**config.mk**
```make
export PLATFORM = sky130hd
export DESIGN_NAME = csr_bus_slave
export DESIGN_NICKNAME = d
export VERILOG_FILES = /design/src/rtl/csr_bus_slave.sv
export SDC_FILE = /design/constraint.sdc
export NUM_CORES = 1
export LEC_CHECK = 0
export ABC_AREA = 1
export CORE_UTILIZATION = 39
export CTS_CLUSTER_DIAMETER = 40
export DETAILED_ROUTE_END_ITERATION = 10
export PLACE_DENSITY_LB_ADDON = 0.3
export SLEW_MARGIN = 0
export SYNTH_ARGS = -nofsm -noshare
export SYNTH_HDL_FRONTEND = slang
export SYNTH_SLANG_ARGS = --single-unit
```
**constraint.sdc**
```tcl
create_clock -name clk -period 1.4 [get_ports clk]
set_clock_uncertainty 0.2 [all_clocks]
set_input_delay 0.21 -clock clk [delete_from_list [all_inputs] [get_ports clk]]
set_output_delay 0.21 -clock clk [all_outputs]
set_load 0.01 [all_outputs]
```
**src/rtl/csr_bus_slave.sv**
```systemverilog
module csr_bus_slave #(
  parameter logic [15:0] CFG_RST   = 16'h8063,
  parameter logic [15:0] OFS_STAT  = 16'h0008,
  parameter logic [15:0] OFS_PULSE = 16'h000C,
  parameter logic [15:0] OFS_CFG   = 16'h0068,
  parameter logic [15:0] OFS_FIFO  = 16'h1000
) (
  input  logic        clk,
  input  logic        rst_n,
  input  logic [7:0]  sw_base,
  input  logic        bus_valid,
  input  logic        bus_we,
  input  logic [23:0] bus_addr,
  input  logic [15:0] bus_wdata,
  output logic        bus_ack,
  output logic [15:0] bus_rdata,
  input  logic        link_lock_in,
  input  logic        sm_lock_in,
  input  logic [15:0] fifo_rdata,
  output logic        fifo_rd_en,
  output logic        clk_sel_local,
  output logic        strict_lock,
  output logic        fifo_reset_p,
  output logic        trig_clr_p,
  output logic        lost_clr_p
);

  logic [15:0] link_cfg;
  logic        lost_link, lost_sm;
  logic        hit, wr, rd;
  logic [15:0] ofs, rd_mux;

  assign hit = bus_valid && !bus_ack && (bus_addr[23:16] == sw_base);
  assign wr  = hit && bus_we;
  assign rd  = hit && !bus_we;
  assign ofs = {bus_addr[15:2], 2'b00};

  assign clk_sel_local = link_cfg[15];
  assign strict_lock   = link_cfg[7];

  always_comb begin
    rd_mux = '0;
    if (ofs == OFS_CFG)       rd_mux = link_cfg;
    else if (ofs == OFS_STAT) rd_mux = {12'd0, lost_sm, lost_link, sm_lock_in, link_lock_in};
    else if (ofs == OFS_FIFO) rd_mux = fifo_rdata;
  end

  always_ff @(posedge clk) begin
    if (!rst_n) begin
      bus_ack      <= 1'b0;
      bus_rdata    <= '0;
      link_cfg     <= CFG_RST;
      fifo_rd_en   <= 1'b0;
      fifo_reset_p <= 1'b0;
      trig_clr_p   <= 1'b0;
      lost_clr_p   <= 1'b0;
      lost_link    <= 1'b0;
      lost_sm      <= 1'b0;
    end else begin
      bus_ack      <= hit;
      bus_rdata    <= rd ? rd_mux : '0;
      fifo_rd_en   <= rd && (ofs == OFS_FIFO);
      fifo_reset_p <= wr && (ofs == OFS_PULSE) && bus_wdata[2];
      trig_clr_p   <= wr && (ofs == OFS_PULSE) && bus_wdata[3];
      lost_clr_p   <= wr && (ofs == OFS_PULSE) && bus_wdata[5];
      if (wr && ofs == OFS_CFG) link_cfg <= bus_wdata;
      lost_link    <= !link_lock_in || (lost_link && !lost_clr_p);
      lost_sm      <= !sm_lock_in   || (lost_sm   && !lost_clr_p);
    end
  end

endmodule

```
==> metrics.txt <==
end point of the critical path=bus_rdata[8]; Pleak=1.89 nW; Initial Utilization=0.409; r2r startpoint=bus_ack; number of enable-type register cells in the synthesized netlist=0; Yosys warnings=0; stages on the worst setup path=7; number of top-level pins=93; clk sinks=39; library cell contributing the largest single delay on the critical path=sky130_fd_sc_hd__dfxtp_2; Wirelength per Cell=11.6 um; Post-layout nets=548; final setup vio count=22; Root Buffer Master=sky130_fd_sc_hd__clkbuf_8; cell area after synthesis=0.00228 mm^2; FF-to-FF End=bus_rdata[8]; total DRC errors in the routed layout=0; RSZ-0062 raised after global routing=true; clock transition at the registers of the reported paths=0.08 ns; 1st-pass router iterations=5; total core area=0.00557 mm^2; Synthesized Nets=437; CP max FO=15; register-to-register path setup slack=-0.11 ns; cell family with the largest share of critical-path delay=simple AND/OR/NAND/NOR gates; worst ir drop on vdd=0.000437 V; area of the multi-input gates=0.00132 mm^2; initial antenna violation count=0; violated checks=negative setup slack; power per cell area=681 mW/mm^2; peak per-stage delay on the critical path=0.33 ns; buffers added on ports=90; max_slew headroom=0.698; Die Span Y=78.4 um; sequential share of the synthesized area=0.343; FP Rows=27; Crit Path Category=flip-flop to flip-flop; peak clock frequency supported by timing=660 MHz; via count of the routed design=2698; maximum number of pins on one net before global-route repair=20; Post-Route M1 WL=2810 um; overall routing resource usage=0.221; async set or reset register ratio after synthesis=0; wirelength, routed=6400 um; via count of the first global-routing pass=2435; run status=finished with violations; gate count after technology mapping=367; detailed-placement wirelength estimate=4800 um; number of pins exceeding their max-slew limit in the final report=0; final clock period utilization by the worst path=1.08; sum of overflow across all layers after global routing=0; initial drt markers=99; CTS max path bufs=2; number of buffers inserted during clock tree synthesis=5; fraction of layout cells with a size suffix above 1=0.198; class of the worst hold path=input port to flip-flop; Hold Buf Count CTS=0; proportion of netlist area held by the largest area contributor=0.343; dominant synthesized flop cell=sky130_fd_sc_hd__dfxtp_1; number of buffers and inverters on the critical path=1; Critical Path AT=1.54 ns; count of cells along the worst register-to-register path=7; worst slack, placed=-0.665 ns; start point of the critical path=bus_ack; number of diodes added for antenna fixing=0; depth of the CTS H-tree=2; cells along the critical path=nand3b_1, nor2_1, nand3_2, nor2_4, buf_12, nand4_1, nor2_1; Highest Signal Layer=met4; combined flip-flop and latch cell area=782 um^2; Die Outline Area=0.00615 mm^2; met3 WL post-DR=333 um; number of maximum-capacitance violations=0; ANT nets after route=0; placer's final routability congestion estimate=0.801; fill cell total of the finished layout=508; wire length of the first global-routing pass=10800 um; number of synthesized register bits=39; chip width=78.4 um; final critical delay including setup and external delays=1.51 ns; area overhead of the layout relative to synthesis=63.1%; Setup crit start kind=flip-flop; Worst Setup End Kind=flip-flop; transition at the pin with the smallest max-transition slack=0.452 ns; library cell with the largest summed area after synthesis=sky130_fd_sc_hd__dfxtp_1; min setup slack post-route=-0.115 ns; routed wire length on met2=3170 um; biggest area contributors in the synthesized netlist=sky130_fd_sc_hd__dfxtp_1 (34%), sky130_fd_sc_hd__nand4_1 (15%), sky130_fd_sc_hd__nand2_1 (13%); unique cell type count in the Yosys netlist=25; Mapped Avg Cell Area=6.21 um^2; most frequent cell on the critical path=sky130_fd_sc_hd__nor2_1; TritonCTS clock tree=done; vias per inst=4.90; Worst Hold Depth=6; start point of the worst hold path=bus_addr[12]; required time at the endpoint of the critical path=1.43 ns; Tot Pwr=2.53 mW; Skew-Pair Late Insertion Delay=0.29 ns; number of endpoints with negative hold slack in the final report=0
## report_power, final
| group | switching (mW) | leakage (nW) | total (mW) | internal, mW |
|---|---|---|---|---|
| sequential | 0.00245 | 0.315 | 1.11 | 1.11 |
| clock | 0.391 | 0.0612 | 0.968 | 0.577 |
| combinational | 0.211 | 1.51 | 0.446 | 0.235 |
## cell usage after synthesis, types with 2 or more instances
cell                       instances
sky130_fd_sc_hd__a21oi_1           2
sky130_fd_sc_hd__buf_1             3
sky130_fd_sc_hd__buf_2             6
sky130_fd_sc_hd__clkbuf_1          7
sky130_fd_sc_hd__dfxtp_1          39
sky130_fd_sc_hd__inv_1            79
sky130_fd_sc_hd__nand2_1          81
sky130_fd_sc_hd__nand3_1          22
sky130_fd_sc_hd__nand4_1          53
sky130_fd_sc_hd__nor2_1           56
sky130_fd_sc_hd__nor3_1            2
sky130_fd_sc_hd__nor3_2            3
sky130_fd_sc_hd__xnor2_1           2
## layer usage
metal	global-route usage	vias to the layer above
li1	-	1378
met1	0.272	1228
met5	0	-
met3	0.0395	10
met4	0.0519	0
met2	0.396	82
## tightest hold or removal path: cells and delay by family
kind | cells | cell delay [ns]
buffers and inverters | 1 | 0.11
AND/OR/NAND/NOR | 5 | 0.36
## placed cells by master (no fill, tap or decap), types with 3 or more instances in the layout
cell type / instances
sky130_fd_sc_hd__clkdlybuf4s50_1: 36
sky130_fd_sc_hd__buf_12: 4
sky130_fd_sc_hd__inv_2: 3
sky130_fd_sc_hd__dlygate4sd2_1: 35
sky130_fd_sc_hd__nand2_1: 69
sky130_fd_sc_hd__nor2_4: 9
sky130_fd_sc_hd__buf_6: 6
sky130_fd_sc_hd__clkdlybuf4s15_1: 8
sky130_fd_sc_hd__buf_4: 21
sky130_fd_sc_hd__nor3_4: 4
sky130_fd_sc_hd__inv_1: 77
sky130_fd_sc_hd__nor2_1: 44
sky130_fd_sc_hd__nand4_1: 53
sky130_fd_sc_hd__clkbuf_8: 6
sky130_fd_sc_hd__dfxtp_1: 38
sky130_fd_sc_hd__nor2_2: 4
sky130_fd_sc_hd__nand3_1: 18
sky130_fd_sc_hd__clkbuf_2: 11
sky130_fd_sc_hd__nand2_2: 12
sky130_fd_sc_hd__nand3_2: 3
## state kept, by name, indices dropped and copies added, names as in the netlist
signal	cells
fifo_reset_p	1
lost_clr_p	1
link_cfg	16
lost_link	1
bus_rdata	16
bus_ack	1
trig_clr_p	1
fifo_rd_en	1
lost_sm	1
## area by class of cell
class                      count  share of cell area
clock buffer                   6              0.0222
clock inverter                 2             0.00943
inverter                      80              0.0808
multi-input combinational    231               0.355
sequential                    39               0.210
tap                           72              0.0242
timing repair buffer         121               0.298
## repair_timing
| item | 4_1_cts | 5_1_grt |
|---|---|---|
| buffers inserted | 6 | 0 |
| gates cloned | 2 | 0 |
| pin swaps | 33 | 26 |
| endpoints found under the hold margin | 0 | 0 |
| gates resized for setup | 95 | 34 |
| setup endpoints to repair | 60 | 37 |
## stage by stage
step | TNS (ns) | utilization | hold slack [ns] | cells | area, um^2
2_1_floorplan | -0.999 | - | 0.105 | 367 | 2340
3_3_place_gp | -20.39 | 0.626 | 0.243 | 536 | 3490
3_5_place_dp | -21.81 | 0.626 | 0.248 | 536 | 3490
4_1_cts | -1.33 | 0.667 | 0.265 | 551 | 3720
5_1_grt | -4.13 | 0.667 | 0.276 | 551 | 3720
6_report | -1.70 | 0.667 | 0.229 | 551 | 3720
## kinds of logic after synthesis
kind of cell,after synthesis,share of synthesized area
flip-flops,39,0.343
buffers and inverters,98,0.170
XOR/XNOR,3,0.0115
AO/OA/AOI/OAI,3,0.00659
AND/OR/NAND/NOR,224,0.470
## worst min-delay path by stage
stage                              to  slack [ns]
after global routing       trig_clr_p        0.28
after CTS                 link_cfg[6]        0.26
after global placement      lost_link        0.24
after floorplan             lost_link        0.10
final                      trig_clr_p        0.23
after detailed placement  link_cfg[6]        0.25
No activity file was read; power rests on OpenSTA's default activity.
